### config.mk
export PLATFORM = sky130hd
export DESIGN_NAME = if_stack_seq
export DESIGN_NICKNAME = d
export VERILOG_FILES = /design/src/rtl/ifc_seq_pkg.sv /design/src/rtl/ifc_cond_eval.sv /design/src/rtl/ifc_stack.sv /design/src/rtl/if_stack_seq.sv
export SDC_FILE = /design/constraint.sdc
export NUM_CORES = 1
export LEC_CHECK = 0
export ABC_AREA = 1
export BUFFER_PORTS_ARGS = -buffer_cell sky130_fd_sc_hd__buf_2
export CORE_MARGIN = 2
export CORE_UTILIZATION = 55
export CTS_CLUSTER_DIAMETER = 150
export DETAILED_ROUTE_END_ITERATION = 12
export PLACE_DENSITY = 0.73
export REMOVE_ABC_BUFFERS = 1
export SETUP_SLACK_MARGIN = 0.3
export SLEW_MARGIN = 20
export SYNTH_ARGS = -nofsm -noshare
export SYNTH_HDL_FRONTEND = slang
export SYNTH_SLANG_ARGS = --single-unit
### constraint.sdc
create_clock -name clk_i -period 4.43 [get_ports clk_i]
set_input_delay 0.2215 -clock clk_i [delete_from_list [all_inputs] [get_ports clk_i]]
set_output_delay 0.2215 -clock clk_i [all_outputs]
set_load 0.005 [all_outputs]
### src/rtl/ifc_seq_pkg.sv
package ifc_seq_pkg;
  typedef enum logic [1:0] {
    CMB_OR  = 2'd0,
    CMB_AND = 2'd1,
    CMB_X   = 2'd2,
    CMB_Y   = 2'd3
  } cmb_mode_e;
endpackage

### src/rtl/ifc_cond_eval.sv
module ifc_cond_eval
  import ifc_seq_pkg::*;
(
  input  logic [1:0] cc_i,
  input  logic [1:0] ref_i,
  input  logic [1:0] mode_i,
  output logic       take_o
);
  logic lane_x, lane_y;

  assign lane_x = (ref_i[0] == cc_i[0]);
  assign lane_y = (ref_i[1] == cc_i[1]);

  always_comb begin
    unique case (cmb_mode_e'(mode_i))
      CMB_OR:  take_o = lane_x | lane_y;
      CMB_AND: take_o = lane_x & lane_y;
      CMB_X:   take_o = lane_x;
      default: take_o = lane_y;
    endcase
  end

  // a taken AND needs both lanes to match
  always_comb begin
    if (mode_i == 2'd1 && take_o)
      assert (ref_i == cc_i) else $error("p_and_both_r5");
  end
endmodule

### src/rtl/ifc_stack.sv
module ifc_stack #(
  parameter int DEPTH  = 8,
  parameter int ADDR_W = 12,
  parameter int CNT_W  = 8,
  localparam int PW = $clog2(DEPTH + 1),
  localparam int IW = (DEPTH > 1) ? $clog2(DEPTH) : 1
) (
  input  logic              clk_i,
  input  logic              rst_ni,
  input  logic              clear_i,
  input  logic              push_i,
  input  logic              pop_i,
  input  logic [ADDR_W-1:0] addr_i,
  input  logic [CNT_W-1:0]  cnt_i,
  output logic [ADDR_W-1:0] top_addr_o,
  output logic [CNT_W-1:0]  top_cnt_o,
  output logic              empty_o,
  output logic              full_o,
  output logic [PW-1:0]     depth_o
);
  logic [ADDR_W-1:0] addr_q [DEPTH];
  logic [CNT_W-1:0]  cnt_q  [DEPTH];
  logic [PW-1:0]     sp_q;
  logic [IW-1:0]     top_idx;

  for (genvar i = 0; i < DEPTH; i++) begin : g_ent
    always_ff @(posedge clk_i or negedge rst_ni) begin
      if (!rst_ni) begin
        addr_q[i] <= '1;
        cnt_q[i]  <= '1;
      end else if (clear_i) begin
        addr_q[i] <= '1;
        cnt_q[i]  <= '1;
      end else if (push_i && sp_q == PW'(i)) begin
        addr_q[i] <= addr_i;
        cnt_q[i]  <= cnt_i;
      end
    end
  end

  always_ff @(posedge clk_i or negedge rst_ni) begin
    if (!rst_ni)                sp_q <= '0;
    else if (clear_i)           sp_q <= '0;
    else if (push_i && !pop_i)  sp_q <= sp_q + 1'b1;
    else if (pop_i && !push_i)  sp_q <= sp_q - 1'b1;
  end

  assign top_idx    = IW'(sp_q - 1'b1);
  assign top_addr_o = addr_q[top_idx];
  assign top_cnt_o  = cnt_q[top_idx];
  assign empty_o    = (sp_q == '0);
  assign full_o     = (sp_q == PW'(DEPTH));
  assign depth_o    = sp_q;

  p_push_room_r10: assert property (@(posedge clk_i) disable iff (!rst_ni)
    push_i && !clear_i |-> !full_o);
  p_pop_nonempty_r8: assert property (@(posedge clk_i) disable iff (!rst_ni)
    pop_i && !clear_i |-> !empty_o);
  p_depth_max_r10: assert property (@(posedge clk_i) disable iff (!rst_ni)
    sp_q <= PW'(DEPTH));
endmodule

### src/rtl/if_stack_seq.sv
module if_stack_seq #(
  parameter int DEPTH  = 8,
  parameter int ADDR_W = 12,
  parameter int CNT_W  = 8,
  localparam int PW = $clog2(DEPTH + 1)
) (
  input  logic              clk_i,
  input  logic              rst_ni,
  input  logic              start_i,
  input  logic [ADDR_W-1:0] start_pc_i,
  input  logic              step_i,
  input  logic              ifc_i,
  input  logic [1:0]        cc_i,
  input  logic [1:0]        ref_i,
  input  logic [1:0]        mode_i,
  input  logic [ADDR_W-1:0] dest_i,
  input  logic [CNT_W-1:0]  count_i,
  output logic [ADDR_W-1:0] pc_o,
  output logic [PW-1:0]     depth_o,
  output logic              overflow_o
);
  logic [ADDR_W-1:0] pc_q, seq_pc, pc_d, top_addr, eff_addr;
  logic [CNT_W-1:0]  top_cnt, eff_cnt;
  logic              ovf_q, take, step_v, is_if, if_true, push_ok;
  logic              empty, full, eff_valid, skip;

  ifc_cond_eval u_cond (
    .cc_i   (cc_i),
    .ref_i  (ref_i),
    .mode_i (mode_i),
    .take_o (take)
  );

  assign step_v  = step_i & ~start_i;
  assign is_if   = step_v & ifc_i;
  assign if_true = is_if & take;
  assign push_ok = if_true & ~full;

  // next sequential pc: jump on false condition, else fall through
  assign seq_pc = (is_if && !take) ? dest_i : pc_q + 1'b1;

  // a freshly pushed entry is already the top for the skip compare
  assign eff_valid = push_ok | ~empty;
  assign eff_addr  = push_ok ? dest_i  : top_addr;
  assign eff_cnt   = push_ok ? count_i : top_cnt;
  assign skip      = step_v & eff_valid & (seq_pc == eff_addr);
  assign pc_d      = skip ? seq_pc + ADDR_W'(eff_cnt) : seq_pc;

  ifc_stack #(.DEPTH(DEPTH), .ADDR_W(ADDR_W), .CNT_W(CNT_W)) u_stack (
    .clk_i      (clk_i),
    .rst_ni     (rst_ni),
    .clear_i    (start_i),
    .push_i     (push_ok & ~skip),
    .pop_i      (skip & ~push_ok),
    .addr_i     (dest_i),
    .cnt_i      (count_i),
    .top_addr_o (top_addr),
    .top_cnt_o  (top_cnt),
    .empty_o    (empty),
    .full_o     (full),
    .depth_o    (depth_o)
  );

  always_ff @(posedge clk_i or negedge rst_ni) begin
    if (!rst_ni) begin
      pc_q  <= '0;
      ovf_q <= 1'b0;
    end else if (start_i) begin
      pc_q  <= start_pc_i;
      ovf_q <= 1'b0;
    end else begin
      if (step_v)          pc_q  <= pc_d;
      if (if_true && full) ovf_q <= 1'b1;
    end
  end

  assign pc_o       = pc_q;
  assign overflow_o = ovf_q;

  p_start_r2: assert property (@(posedge clk_i) disable iff (!rst_ni)
    start_i |=> pc_o == $past(start_pc_i) && depth_o == '0 && !overflow_o);
  p_hold_r11: assert property (@(posedge clk_i) disable iff (!rst_ni)
    !step_i && !start_i |=> $stable(pc_o) && $stable(depth_o) && $stable(overflow_o));
  p_jump_r7: assert property (@(posedge clk_i) disable iff (!rst_ni)
    step_i && !start_i && ifc_i && !take && depth_o == '0 |=> pc_o == $past(dest_i));
  p_ovf_sticky_r10: assert property (@(posedge clk_i) disable iff (!rst_ni)
    overflow_o && !start_i |=> overflow_o);
endmodule

==> metrics.yaml, run 1 <==
end_kind: "register"
antenna_found_initial: 1
ys_top_cells_by_count: "484 x nand2_1, 376 x nor2_1, 160 x dfstp_2"
layout_min_cycle_time_ns: 3.85
syn_area_um2: 10800
hold_viol_final: 0
synthCells: 1545
ant_nets: 0
setup_ws_ns: 0.580
crit_start: "u_stack.depth_o[1]"
grt_max_degree: 97
synth.most_common_cell: "nand2_1"
clk_latency_ns: 0.44
yosysSeqAreaShare: 0.430
p_per_area_nw_per_um2: 421
cp-start-kind: "register"
synth-seq-cells: 177
arrival_ns: 4.22
gr-total-overflow: 0
wire_per_inst_um: 18.7
dp_slack_ns: 0.569
grt_pass1_vias: 9744
critPathKind: "register to register"
ys_types: 45
fillers: 1837
cts_max_path_buffers: 2
avgSynthCellArea_um2: 6.97
area_growth_pct: 10.1
cts_tree: "yes"
post_cts_buffers: 0
clock-root-buffer: "clkbuf_16"
ys.flop_type: "dfstp_2"
initial_utilization: 0.557
slew_headroom: 0.488
rows: 51
slew_viol_final: 0
cts_made_buffers: 17
diodes: 0
vias_per_cell: 5.65
coreArea_um2: 19300
yosysTopAreaCell: "dfstp_2"
period_share: 0.869
num_vias: 10400
drt-total-wl_um: 34400
fp.dieH_um: 144
finalSetupViolCount: 0
peakVddDrop_v: 0.000319
die-area_um2: 20700
gp_congestion: 0.993
first_pass_iters: 5
tns_ns: 0
cts_sinks: 177
rrSetupSlack_ns: 0.58
io_pins: 60
hp-class: "input pin to register"
fmax_mhz: 260
port_buffers: 59
power.leakage_nw: 5.72
drc: 0
grt_use_total: 0.341
worstMarginPinSlew_ns: 0.768
synth_area_leaders: "dfstp_2 39%, nand2_1 17%, nor2_1 13%"
synth_edf_count: 0
r2r_start: "u_stack.depth_o[1]"
worstHoldStart: "start_pc_i[4]"
drt_first_iter_violations: 1118
die_w_um: 144
synth_top_cell_area_share: 0.391
drv_cap: 0
ys_warn_count: 0
cts.reportedPaths.clkPinSlew_ns: 0.07
fin_nets: 1622
layout-drive-gt1-share: 0.206
grt_pass1_wl_um: 53500
fin_worst_skew_ns: 0.0112
async_flop_share: 1.00
crit_fanout: 32
required_ns: 4.80
status: "completed"
cts_max_level: 4
place_hpwl_um: 21500
rsz0062_at_grt: "false"
==> timing repair <==
| action | CTS | global route |
|---|---|---|
| hold buffers | 1 | 0 |
| setup endpoints to repair | 0 | 56 |
| endpoints found under the hold margin | 1 | 0 |
| resized for setup | 0 | 4 |
==> per-layer routing <==
metal,wire (um),vias up,global-route usage
li1,-,4910,-
met1,14800,4890,0.481
met2,15300,522,0.516
met3,3150,92,0.0726
met4,1160,0,0.127
met5,0,-,0
==> layout make-up <==
class                   instances  area, um2  share of cell area
inverters                      78        298              0.0251
well taps                     265        332              0.0280
clock buffers                  17        425              0.0359
clock inverters                14        224              0.0189
multi-input cells            1205       5390               0.455
flip-flops and latches        177       4630               0.391
repair buffers                 87        552              0.0466
==> path summary, 6_finish.rpt <==
| path | end | cells past startpoint |
|---|---|---|
| worst max register to register | u_stack.cnt_q[47] | 24 |
| max in group asynchronous | u_stack.addr_q[85] | 3 |
| worst min-delay path | pc_o[4] | 3 |
| min in group asynchronous | u_stack.depth_o[0] | 2 |
| worst min register to register | u_stack.cnt_q[56] | 2 |
| worst max-delay path | u_stack.cnt_q[47] | 24 |
==> logic make-up (layout without fill, tap and decap cells) <==
group / Yosys count / in the layout / share of synthesized area
buffers and inverters: 163 / 196 / 0.0706
AND/OR/NAND/NOR: 1051 / 1051 / 0.399
XOR/XNOR: 15 / 15 / 0.0129
flip-flops: 177 / 177 / 0.430
AO/OA/AOI/OAI: 126 / 126 / 0.0710
adder cells (fa/ha/maj): 13 / 13 / 0.0158
==> sequential cells by signal, indices dropped and copies added (netlist names) <==
register / cells
overflow_o: 1
pc_o: 12
u_stack.addr_q: 96
u_stack.cnt_q: 64
u_stack.depth_o: 4
==> stage by stage <==
step                power (W)  cells  cell area [um2]  hold slack [ns]  utilization
global placement      0.00325   1811            11200            0.314        0.578
floorplan             0.00279   1460            10300          -0.0741            -
CTS                   0.00498   1843            11800           0.0157        0.612
global route          0.00524   1843            11900           0.0249        0.613
finish                0.00499   1843            11900           0.0210        0.613
detailed placement    0.00326   1811            11200            0.324        0.578
==> critical path: stages, from the launching register on <==
cell	delay, ns
dfrtp_1	0.44
inv_1	0.12
ha_1	0.35
inv_1	0.09
buf_4	0.39
nand3_1	0.15
nand2_1	0.13
nand2_1	0.06
nand2_1	0.08
inv_1	0.04
nand2_1	0.09
nand2_1	0.07
nand2_1	0.11
nand2_1	0.07
nor2_1	0.14
nand2_1	0.09
nor2_2	0.13
nand2_4	0.16
nand2_8	0.12
inv_6	0.06
nand2_2	0.06
nand2_1	0.31
buf_4	0.37
nand2_1	0.09
nand2_1	0.06
==> power by group <==
part           switching (W)  internal, W
clock               0.000697      0.00101
sequential         0.0000798      0.00174
combinational        0.00100     0.000459
==> cell usage in the layout, fill, tap and decap left out, types with 13 or more instances in the layout <==
master	n
nand2_1	480
nor2_1	376
dfstp_2	160
nand3_1	145
inv_1	72
buf_2	58
a21oi_1	44
o21ai_0	39
buf_4	24
nand2_2	18
clkbuf_16	17
dfrtp_1	16
a22oi_1	13
No activity file was read; power rests on OpenSTA's default activity.
==> run 2: changes to the inputs <==
Clock period 4.43 ns to 3.4 ns, I/O delays scaled along.
==> metrics.yaml, run 2 (synthesized netlist as in run 1, its figures left out) <==
largest_register: "u_stack.addr_q"  # unchanged
grt_use_total: 0.351  # was 0.341
cts_max_level: 4  # unchanged
fin_nets: 1692  # was 1622
pwr-share-seq: 0.338  # was 0.365
cts_sinks: 177  # unchanged
internal_power_w: 0.00432  # was 0.00321 W
diodes: 0  # unchanged
r2r_start: "u_stack.depth_o[0]"  # was u_stack.depth_o[1]
power.leakage_nw: 6.34  # was 5.72 nW
die-area_um2: 20700  # unchanged
sw_frac_of_total: 0.380  # was 0.356
cts_made_buffers: 17  # unchanged
wire_per_inst_um: 21.2  # was 18.7 um
grt_max_degree: 94  # was 97
gr-total-overflow: 0  # unchanged
clk_latency_ns: 0.45  # was 0.44 ns
critPathKind: "register to register"  # unchanged
fmax_mhz: 321  # was 260 MHz
slew_headroom: 0.401  # was 0.488
power.switching_w: 0.00265  # was 0.00178 W
ant_nets: 0  # unchanged
fp.dieH_um: 144  # unchanged
io_pins: 60  # unchanged
cp-start-kind: "register"  # unchanged
antenna_found_initial: 1  # unchanged
port_buffers: 59  # unchanged
initial_utilization: 0.557  # unchanged
hold_viol_final: 0  # unchanged
num_vias: 11300  # was 10400
coreArea_um2: 19300  # unchanged
largest_reg_flops: 96  # unchanged
required_ns: 3.72  # was 4.80 ns
place_hpwl_um: 23000  # was 21500 um
r2r-end: "pc_o[5]"  # was u_stack.cnt_q[47]
postLayoutCellArea_um2: 13100  # was 11900 um2
drt_first_iter_violations: 1425  # was 1118
min_to: "pc_o[8]"  # was pc_o[4]
crit_fanout: 13  # was 32
worstHoldStart: "start_pc_i[8]"  # was start_pc_i[4]
status: "completed"  # unchanged
fin_worst_skew_ns: 0.0212  # was 0.0112 ns
min_delay_path_depth: 3  # unchanged
pwr-share-comb: 0.363  # was 0.293
die_w_um: 144  # unchanged
arrival_ns: 3.44  # was 4.22 ns
layout-drive-gt1-share: 0.269  # was 0.206
layout_min_cycle_time_ns: 3.12  # was 3.85 ns
period_share: 0.917  # was 0.869
place_area_um2: 11500  # was 11200 um2
cts.reportedPaths.clkPinSlew_ns: 0.07  # about the same
drc: 0  # unchanged
p_total_w: 0.00697  # was 0.00499 W
cts_tree: "yes"  # unchanged
layout_commonest_cell: "nand2_1"  # unchanged
slew_viol_final: 0  # unchanged
end_kind: "register"  # unchanged
power_frac_clock: 0.299  # was 0.342
rsz0062_at_grt: "true"  # was false
grt_pass1_vias: 10200  # was 9744
first_pass_iters: 6  # was 5
vias_per_cell: 5.89  # was 5.65
finalSetupViolCount: 0  # unchanged
final_cell_mix: "468 x nand2_1, 369 x nor2_1, 160 x dfstp_2"  # was 480 x nand2_1, 376 x nor2_1, 160 x dfstp_2
peakVddDrop_v: 0.000437  # was 0.000319 V
rows: 51  # unchanged
rrSetupSlack_ns: 0.28  # was 0.58 ns
area_growth_pct: 21.9  # was 10.1%
clock-root-buffer: "clkbuf_16"  # unchanged
gp_congestion: 1.01  # was 0.993
drt-total-wl_um: 40600  # was 34400 um
p_per_area_nw_per_um2: 532  # was 421 nW/um2
cts_max_path_buffers: 2  # unchanged
drv_cap: 0  # unchanged
worstMarginPinSlew_ns: 0.898  # was 0.768 ns
hp-class: "input pin to register"  # unchanged
reg2reg_depth: 21  # was 24
grt_pass1_wl_um: 55200  # was 53500 um
## run 2: changes by cell type in the layout (fill, tap and decap cells not counted), moves of 7 or more
cell | previous run | this run
nor2_1 | 376 | 369
nand2_1 | 480 | 468
buf_4 | 24 | 46
a21oi_2 | 1 | 8
clkbuf_16 | 17 | 30
o21ai_0 | 39 | 23
buf_6 | 1 | 20
o21ai_1 | 2 | 12
buf_12 | 3 | 12
a21oi_1 | 44 | 37
nand2_4 | 3 | 16
## run 2: area by class of cell
class | instances | area, um2
clock buffer | 19 | 443
clock inverter | 13 | 164
fill | 1635 | 6210
inverter | 78 | 312
multi-input combinational | 1205 | 5690
sequential | 177 | 4630
tap | 265 | 332
timing repair buffer | 157 | 1550
## run 2: power groups by stage
stage / Sequential (W) / Clock (W) / Combinational, W
6_report: 0.00236 / 0.00209 / 0.00253
5_1_grt: 0.00237 / 0.00218 / 0.00271
4_1_cts: 0.00235 / 0.00211 / 0.00209
3_5_place_dp: 0.00238 / 0 / 0.00198
3_3_place_gp: 0.00238 / 0 / 0.00197
2_1_floorplan: 0.00240 / 0 / 0.00124
## run 2: worst max-delay path, cell delays in order, from the launching register on
cell and delay [ns]:
dfrtp_2 0.39, clkinv_4 0.07, ha_4 0.30, inv_4 0.04, buf_6 0.14, buf_6 0.15
a21oi_1 0.14, a32o_1 0.15, nand2_1 0.05, nand2_1 0.09, nand2_1 0.07, nand2_2 0.12
inv_1 0.06, ha_1 0.20, a21oi_2 0.17, o21a_1 0.16, inv_2 0.07, a21oi_2 0.17
xor2_1 0.24, o21ai_1 0.10, nand2_1 0.08, nand2_1 0.05
## run 2: worst max-delay path by stage
stage / startpoint / end / slack (ns) / depth (start not counted)
after floorplan: u_stack.depth_o[0] / u_stack.addr_q[0] / -3.71 / 20
after global placement: u_stack.depth_o[0] / pc_o[5] / 0.12 / 18
after detailed placement: u_stack.depth_o[0] / pc_o[5] / 0.13 / 21
after CTS: u_stack.depth_o[0] / u_stack.addr_q[26] / 0.31 / 20
after global routing: u_stack.depth_o[0] / pc_o[6] / 0.11 / 20
final: u_stack.depth_o[0] / pc_o[5] / 0.28 / 21
## run 2: timing repair
| action | 4_1_cts | 5_1_grt |
|---|---|---|
| resized for setup | 20 | 118 |
| pin swaps | 3 | 29 |
| gates cloned | 1 | 20 |
| hold endpoints to repair | 20 | 0 |
| endpoints found under the setup margin | 171 | 176 |
| hold buffers | 4 | 0 |
| setup buffers | 6 | 10 |
## run 2: routing by layer
layer / vias up / share of wire / track usage / routed length (um)
met5: - / 0 / 0 / 0
met4: 0 / 0.059 / 0.129 / 2380
met3: 174 / 0.12 / 0.0640 / 4780
met2: 727 / 0.43 / 0.550 / 17400
met1: 5320 / 0.39 / 0.488 / 16000
li1: 5057 / - / - / -
## run 2: through the flow
step	hold slack, ns	setup TNS (ns)	utilization	cells	worst slack, ns
2_1_floorplan	-0.126	-643.80	-	1460	-3.71
5_1_grt	0.00691	0	0.679	1914	0.108
4_1_cts	0.000904	0	0.634	1884	0.314
6_report	0.0189	0	0.679	1914	0.283
3_5_place_dp	0.333	0	0.595	1841	0.135
3_3_place_gp	0.325	0	0.595	1841	0.125
